## src/rtl/trace_ring_pkg.sv

```systemverilog
package trace_ring_pkg;
  localparam int NUM_BUF = 4;
  localparam int IDX_W = $clog2(NUM_BUF);

  typedef enum logic [1:0] {ST_IDLE, ST_RUN, ST_WRITE} ringState_e;

  // strobes from control to datapath
  typedef struct packed {
    logic clearPtr;  // return to buffer 0, offset 0
    logic load;      // capture input word and its address
    logic advance;   // write acknowledged, step the pointer
  } ringCtl_t;
endpackage

```

## src/rtl/trace_ring_dp.sv

```systemverilog
module trace_ring_dp
  import trace_ring_pkg::*;
#(
  parameter int ADDR_W = 32,
  parameter int DATA_W = 32,
  parameter int SIZE_W = 21
) (
  input  logic                             clk,
  input  logic                             rstN,
  input  ringCtl_t                         ctl,
  input  logic [NUM_BUF-1:0][ADDR_W-1:0]   ringBase,
  input  logic [SIZE_W-1:0]                bufWords,
  input  logic [DATA_W-1:0]                inData,
  output logic [ADDR_W-1:0]                memAddr,
  output logic [DATA_W-1:0]                memData,
  output logic [IDX_W-1:0]                 curIdx,
  output logic [SIZE_W-1:0]                curOff,
  output logic                             lastWord
);
  localparam int BYTE_OFF_W = SIZE_W + 2;
  localparam logic [IDX_W-1:0] LAST_IDX = IDX_W'(NUM_BUF - 1);

  logic [BYTE_OFF_W-1:0] byteOff;
  logic [IDX_W-1:0]      nextIdx;

  assign byteOff  = {curOff, 2'b00};
  assign lastWord = (curOff == bufWords - SIZE_W'(1));
  assign nextIdx  = (curIdx == LAST_IDX) ? '0 : curIdx + IDX_W'(1);

  // ring pointer: buffer index and word offset
  always_ff @(posedge clk) begin
    if (!rstN || ctl.clearPtr) begin
      curIdx <= '0;
      curOff <= '0;
    end else if (ctl.advance) begin
      if (lastWord) begin
        curOff <= '0;
        curIdx <= nextIdx;
      end else begin
        curOff <= curOff + SIZE_W'(1);
      end
    end
  end

  // request holding registers
  always_ff @(posedge clk) begin
    if (!rstN) begin
      memAddr <= '0;
      memData <= '0;
    end else if (ctl.load) begin
      memAddr <= ringBase[curIdx] + ADDR_W'(byteOff);
      memData <= inData;
    end
  end
endmodule

```

## src/rtl/trace_ring_ctl.sv

```systemverilog
module trace_ring_ctl
  import trace_ring_pkg::*;
#(
  parameter int SIZE_W = 21
) (
  input  logic                clk,
  input  logic                rstN,
  input  logic                traceEnable,
  input  logic                inValid,
  input  logic                memAck,
  input  logic [IDX_W-1:0]    curIdx,
  input  logic [SIZE_W-1:0]   curOff,
  input  logic                lastWord,
  input  logic [NUM_BUF-1:0]  stickyClear,
  output ringCtl_t            ctl,
  output logic                inReady,
  output logic                memReq,
  output logic                doneStrobe,
  output logic [IDX_W-1:0]    doneIndex,
  output logic [NUM_BUF-1:0]  doneSticky,
  output logic                stopStrobe,
  output logic [IDX_W-1:0]    stopIndex,
  output logic [SIZE_W-1:0]   stopLevel
);
  ringState_e          state;
  logic                bufFull;
  logic                haltNow;
  logic [NUM_BUF-1:0]  setMask;

  always_comb begin
    inReady      = (state == ST_RUN) && traceEnable;
    memReq       = (state == ST_WRITE);
    ctl          = '0;
    ctl.clearPtr = (state == ST_IDLE);
    ctl.load     = inReady && inValid;
    ctl.advance  = memReq && memAck;
    bufFull      = ctl.advance && lastWord;
    haltNow      = (state == ST_RUN) && !traceEnable;
    setMask      = bufFull ? (NUM_BUF'(1) << curIdx) : '0;
  end

  always_ff @(posedge clk) begin
    if (!rstN) begin
      state <= ST_IDLE;
    end else begin
      unique case (state)
        ST_IDLE:  if (traceEnable) state <= ST_RUN;
        ST_RUN: begin
          if (!traceEnable)  state <= ST_IDLE;
          else if (inValid)  state <= ST_WRITE;
        end
        ST_WRITE: if (memAck) state <= ST_RUN;
        default:  state <= ST_IDLE;
      endcase
    end
  end

  // completion and stop reporting
  always_ff @(posedge clk) begin
    if (!rstN) begin
      doneStrobe <= 1'b0;
      doneIndex  <= '0;
      doneSticky <= '0;
      stopStrobe <= 1'b0;
      stopIndex  <= '0;
      stopLevel  <= '0;
    end else begin
      doneStrobe <= bufFull;
      if (bufFull) doneIndex <= curIdx;
      doneSticky <= (doneSticky & ~stickyClear) | setMask;
      stopStrobe <= haltNow;
      if (haltNow) begin
        stopIndex <= curIdx;
        stopLevel <= curOff;
      end
    end
  end
endmodule

```

## src/rtl/trace_ring_writer.sv

```systemverilog
module trace_ring_writer
  import trace_ring_pkg::*;
#(
  parameter int ADDR_W = 32,
  parameter int DATA_W = 32,
  parameter int SIZE_W = 21
) (
  input  logic                            clk,
  input  logic                            rstN,
  input  logic                            traceEnable,
  input  logic [NUM_BUF-1:0][ADDR_W-1:0]  ringBase,
  input  logic [SIZE_W-1:0]               bufWords,
  input  logic                            inValid,
  input  logic [DATA_W-1:0]               inData,
  output logic                            inReady,
  output logic                            memReq,
  output logic [ADDR_W-1:0]               memAddr,
  output logic [DATA_W-1:0]               memData,
  input  logic                            memAck,
  output logic                            doneStrobe,
  output logic [IDX_W-1:0]                doneIndex,
  output logic [NUM_BUF-1:0]              doneSticky,
  input  logic [NUM_BUF-1:0]              stickyClear,
  output logic                            stopStrobe,
  output logic [IDX_W-1:0]                stopIndex,
  output logic [SIZE_W-1:0]               stopLevel
);
  ringCtl_t            ctl;
  logic [IDX_W-1:0]    curIdx;
  logic [SIZE_W-1:0]   curOff;
  logic                lastWord;

  trace_ring_ctl #(.SIZE_W(SIZE_W)) uCtl (
    .clk(clk), .rstN(rstN), .traceEnable(traceEnable), .inValid(inValid),
    .memAck(memAck), .curIdx(curIdx), .curOff(curOff), .lastWord(lastWord),
    .stickyClear(stickyClear), .ctl(ctl), .inReady(inReady), .memReq(memReq),
    .doneStrobe(doneStrobe), .doneIndex(doneIndex), .doneSticky(doneSticky),
    .stopStrobe(stopStrobe), .stopIndex(stopIndex), .stopLevel(stopLevel)
  );

  trace_ring_dp #(.ADDR_W(ADDR_W), .DATA_W(DATA_W), .SIZE_W(SIZE_W)) uDp (
    .clk(clk), .rstN(rstN), .ctl(ctl), .ringBase(ringBase), .bufWords(bufWords),
    .inData(inData), .memAddr(memAddr), .memData(memData), .curIdx(curIdx),
    .curOff(curOff), .lastWord(lastWord)
  );
endmodule

```

## config.mk

```make
export PLATFORM = sky130hd
export DESIGN_NAME = trace_ring_writer
export DESIGN_NICKNAME = d
export VERILOG_FILES = /design/src/rtl/trace_ring_pkg.sv /design/src/rtl/trace_ring_dp.sv /design/src/rtl/trace_ring_ctl.sv /design/src/rtl/trace_ring_writer.sv
export SDC_FILE = /design/constraint.sdc
export NUM_CORES = 1
export LEC_CHECK = 0
export BUFFER_PORTS_ARGS = -buffer_cell sky130_fd_sc_hd__buf_2
export CAP_MARGIN = 20
export CORE_ASPECT_RATIO = 1.5
export CORE_MARGIN = 4
export CORE_UTILIZATION = 50
export CTS_CLUSTER_DIAMETER = 30
export CTS_CLUSTER_SIZE = 40
export DETAILED_ROUTE_END_ITERATION = 16
export HOLD_SLACK_MARGIN = 0.15
export PLACE_DENSITY_LB_ADDON = 0.1
export SLEW_MARGIN = 20
export SYNTH_ARGS = -nofsm -noshare
export SYNTH_HDL_FRONTEND = slang
export SYNTH_SLANG_ARGS = --single-unit
```

## constraint.sdc

```tcl
create_clock -name clk -period 5.4 [get_ports clk]
set_clock_uncertainty 0.05 [all_clocks]
set_input_delay 0.27 -clock clk [delete_from_list [all_inputs] [get_ports clk]]
set_output_delay 0.27 -clock clk [all_outputs]
set_load 0.05 [all_outputs]
```

Yosys cells after proc, flatten, opt, wreduce, memory -nomap -nowiden

Cells that the tools add are included.

Output and inout bits: 97
Input bits: 190
Word-level logic and storage cells: 48
Register bits: 120

$lt $le $gt $ge: 1
Shifts and indexed selects: 1
Bitwise gates (word level): 3
Reduce and logical (&&, ||, !) cells: 11
$add $sub $neg: 4
Equality and inequality tests: 7
Mux-type cells: 10

Operator list:

| operator                | count |
|---|---|
| $bmux W32 S2            | 1 |
| $add A32 B23 Y32        | 1 |
| $mux W32                | 1 |
| $add A21 B1 Y21 const B | 1 |
| $eq A21 B21 Y1          | 1 |
| $mux W21                | 1 |
| $sub A21 B1 Y21 const B | 1 |
| $mux W2                 | 5 |
| $pmux W2 S3             | 1 |
| $logic_and A1 B1 Y1     | 5 |
| $and A4 B4 Y4           | 1 |
| $eq A2 B2 Y1 const B    | 2 |
| $mux W4                 | 1 |
| $not A4 Y4              | 1 |
| $or A4 B4 Y4            | 1 |
| $shl A1 B2 Y4 const A   | 1 |
| $lt A2 B3 Y1 const B    | 1 |
| $ne A3 B3 Y1 const B    | 1 |
| $reduce_and A3 Y1       | 1 |
| $add A2 B1 Y2 const B   | 1 |
| $eq A2 B1 Y1 const B    | 1 |
| $logic_not A1 Y1        | 2 |
| $logic_not A2 Y1        | 1 |
| $ne A2 B1 Y1 const B    | 1 |
| other kinds (3)         | 3 |

Depth between registers and ports, before layout

Depth after elaboration: 5
Mapped depth: 14
Mapped depth without buffers: 12

By module

Synthesis repeated with hierarchy kept, for this count alone.

Cells, all modules: 808
Area, all modules: 7621.1 um^2

Modules (own cells, without submodules):

| module         | seq. area each (um^2) | area an instance (um^2) | instances | cells each |
|---|---|---|---|---|
| trace_ring_dp  | 1741.7                | 6258.5                  | 1         | 664 |
| trace_ring_ctl | 660.6                 | 1362.6                  | 1         | 144 |

Worst setup path after synthesis

OpenSTA, ideal clock, no wires.

Kind: flip-flop to flip-flop
Start: register uDp.curIdx[0]
End: register uDp.memAddr[30]
Arrival: 4281 ps
Stages on the path, launching flop included: 14
Path buffers: 3
Slack: 954 ps
Cell sequence: dfxtp_1 > buf_2 > clkbuf_1 > buf_1 > mux4_2 > ha_1 > o21ai_0 > o21ai_0 > o211ai_1 > or2_2 > a31oi_1 > o21ai_0 > a2111o_1 > and3_1

Cells in the longest elaborated chain, start to end: 3

RTL lines:

| what                           | line                | source |
|---|---|---|
| from (decl)                    | trace_ring_dp.sv:16 | `output logic [IDX_W-1:0] curIdx,` |
| from (signal assigned)         | trace_ring_dp.sv:38 | `curIdx <= nextIdx;` |
| $bmux W32 S2                   | trace_ring_dp.sv:51 | `memAddr <= ringBase[curIdx] + ADDR_W'(byteOff);` |
| $mux W32 (not written as such) | trace_ring_dp.sv:51 |  |
| $add A32 B23 Y32               | trace_ring_dp.sv:51 |  |
| to (signal assigned)           | trace_ring_dp.sv:51 |  |
| to (decl)                      | trace_ring_dp.sv:14 | `output logic [ADDR_W-1:0] memAddr,` |

No other way between the ends. The select of a mux whose other input is x is not followed.
A chain may end at the register's enable or synchronous reset.

Worst setup path after layout

Ends and elaborated chain as after synthesis.

==> results_dict.tcl <==
set metrics [dict create \
    setup_violations 0 \
    crit_path_start "uDp.curIdx[0]" \
    antenna_found_initial 1 \
    yosys-top-cells-area "dfxtp_1 (33%), mux4_2 (9.7%), nand2_1 (9.1%)" \
    path_cells "mux4_2, ha_1, o21ai_0, o21ai_0, o211ai_1, or2_2, a31oi_1, o21ai_0, a2111o_1, and3_1" \
    grt-ovfl-total 0 \
    synth_cell_types 74 \
    r2r_end "uDp.memAddr[30]" \
    final_nets 1385 \
    syn-cell-area_sq_um 7230 \
    synth_common_cells "nand2_1 (175), dfxtp_1 (120), a21oi_1 (94), nor2_1 (49), xor2_1 (36)" \
    use_met3_pct 6.39 \
    endpoint "uDp.memAddr[30]" \
    synthFlopType "dfxtp_1" \
    fin_crit_ps 4020 \
    slowest_stage "dfxtp_2" \
    synth_top_area_cell "dfxtp_1" \
    vias_per_cell 5.57 \
    post-cts-setup-buffers 0 \
    crit_cells 10 \
    synthToLayoutAreaGrowth_pct 34.0 \
    dp.cells 1301 \
    setup-tns-final_ps 0 \
    place.detailed.hpwl_microns 18900 \
    yosysSeqAreaShare_pct 33.2 \
    yosysWarningCount 0 \
    finalHoldViolCount 0 \
    cts_resized 0 \
    synth_edf_count 0 \
    tightestPinTransition_ps 930 \
    drc 0 \
    gr-max-usage-layer "met2" \
    start_util_pct 51.2 \
    netlist_instances 864 \
    row_count 53 \
    rsz0062_at_grt "false" \
    end_kind "flop" \
    grt_util_met1_pct 32.0 \
    io_pins 287 \
    r2r-start "uDp.curIdx[0]" \
    drt_iter0_markers 446 \
    cts-root-buf "clkbuf_16" \
    ant_nets 0 \
    drive_above_1_share_pct 32.6 \
    numPortBuffers 286 \
    clock_latency_ps 410 \
    wire_per_inst_microns 18.2 \
    die_area_sq_um 16500 \
    cp.required_ps 5650 \
    cts_tree "yes" \
    start_kind "flop" \
    worst-setup-path-type "reg2reg" \
    status "finished clean" \
    crit_fanout 20 \
    crit_buf_inv 0 \
    pwr_density_cell_nw_per_um2 237 \
    arrival_ps 4270 \
    chipHeight_microns 155 \
    vias 7648 \
    drtPass1Iterations 5 \
    dpl_cell_area_sq_um 8720 \
    async_flop_share_pct 0 \
    htree_levels 4 \
    hold_start "rstN" \
    coreArea_sq_um 14100 \
    syn-num-nets 1082 \
    place_congestion 0.927 \
    cts_buffer_depth 2 \
    max_freq_mhz 249 \
    reg2reg_slack_ps 1380 \
    cts_buffers 17 \
    fin_ws_ps 1380 \
    drt_wl_total_microns 25000 \
    grt_max_degree 83 \
    grt_pass1_wl_microns 38500 \
    cts_num_sinks 120 \
    maxCapViolCount 0 \
    vdd_drop_max_mv 0.191 \
    synth_top_area_share_pct 33.2 \
    yosysMostFrequentCell "nand2_1" \
    path_clk_slew_ps 60 \
    slew_headroom_pct 38.0 \
    grt_pass1_vias 7493 \
    die_width_microns 106 \
    ys_ff_latch 120 \
    synth_area_per_cell_sq_um 8.37 \
    slowest_delay_ps 800 \
    hp-class "in2reg" \
    slew_violations 0 \
    reg2regPathDepth 10 \
    cpLargestDelayFamily "compound AO/OA/AOI/OAI gates" \
    dp_slack_ps 1420 \
    final_area_sq_um 9690 \
    cpMostUsedCell "o21ai_0" \
    grt_usage_pct 29.6 \
    finalNonFillerCells 1373 \
    post-route-util_pct 68.6 \
    leakage_uw 0.00415 \
    min_period_over_period_pct 74.5 \
    met2_usage_pct 53.8 \
]
[worst min-delay path by stage]
| stage | end | slack [ps] | depth (start not counted) |
|---|---|---|---|
| after global placement | uDp.memAddr[15] | 380 | 2 |
| final | uDp.memAddr[17] | 220 | 2 |
| after CTS | uDp.memAddr[17] | 200 | 2 |
| after global routing | uDp.memAddr[17] | 220 | 2 |
| after detailed placement | uDp.memAddr[25] | 390 | 2 |
| after floorplan | uDp.memData[0] | 360 | 2 |
[power by group]
part           total, uW  switching, uW  internal, uW  leakage (uW)
clock network       1100            484           616      0.000276
logic                298            168           130       0.00291
registers            903           6.18           896      0.000970
[routing by layer]
layer	share of wire, %	vias to the layer above
met4	4.2	0
met3	6.5	61
met2	52	342
met1	37	3553
met5	0	-
li1	-	3692
[placed cells by master (no fill, tap or decap), drive strengths merged, types with 7 or more instances in the layout]
master	n
nor2	59
o211ai	8
mux4	31
dfxtp	120
and3	7
nand2b	9
clkbuf	17
nand2	175
a21o	7
inv	29
dlygate4sd3	39
nor3	19
xnor2	23
and2	11
ha	27
buf	292
a211oi	8
o21ai	28
nor4	11
nand4	12
xor2	36
a21oi	94
nand3	28
[final cells by class]
class,count,area [sq um]
antenna,1,2.50
clock buffer,17,425
clock inverter,15,150
fill,1199,4430
inverter,18,67.6
multi-input combinational,679,4530
sequential,120,2400
tap,192,240
timing repair buffer,331,1870
[flip-flops by register name, summed over array words and instances, names as in the netlist]
signal           cells
uDp.memAddr         32
uDp.memData         32
uCtl.stopLevel      21
uDp.curOff          21
uCtl.doneSticky      4
uCtl.doneIndex       2
uCtl.state           2
uCtl.stopIndex       2
uDp.curIdx           2
uCtl.doneStrobe      1
uCtl.stopStrobe      1
[repair_timing]
action / CTS / global route
endpoints found under the setup margin: 0 / 0
hold buffers: 39 / 0
hold endpoints to repair: 38 / 0
[logic make-up after synthesis]
group                      count (synthesis)  synth area share, %
xor gates and xnor gates                  59                 7.14
buffers and inverters                     65                 4.25
adders and majority gates                 28                 4.95
muxes                                     38                 10.6
AOI/OAI and AO/OA                        187                 15.6
DFF                                      120                 33.2
and+or+nand+nor                          367                 24.2
[per-stage QoR]
step                hold slack, ps  power [uW]
finish                         216        2300
global route                   217        2380
CTS                            199        2320
detailed placement             389        1190
global placement               382        1190
floorplan                      356        1080
Power figures use the tool's default switching activity.
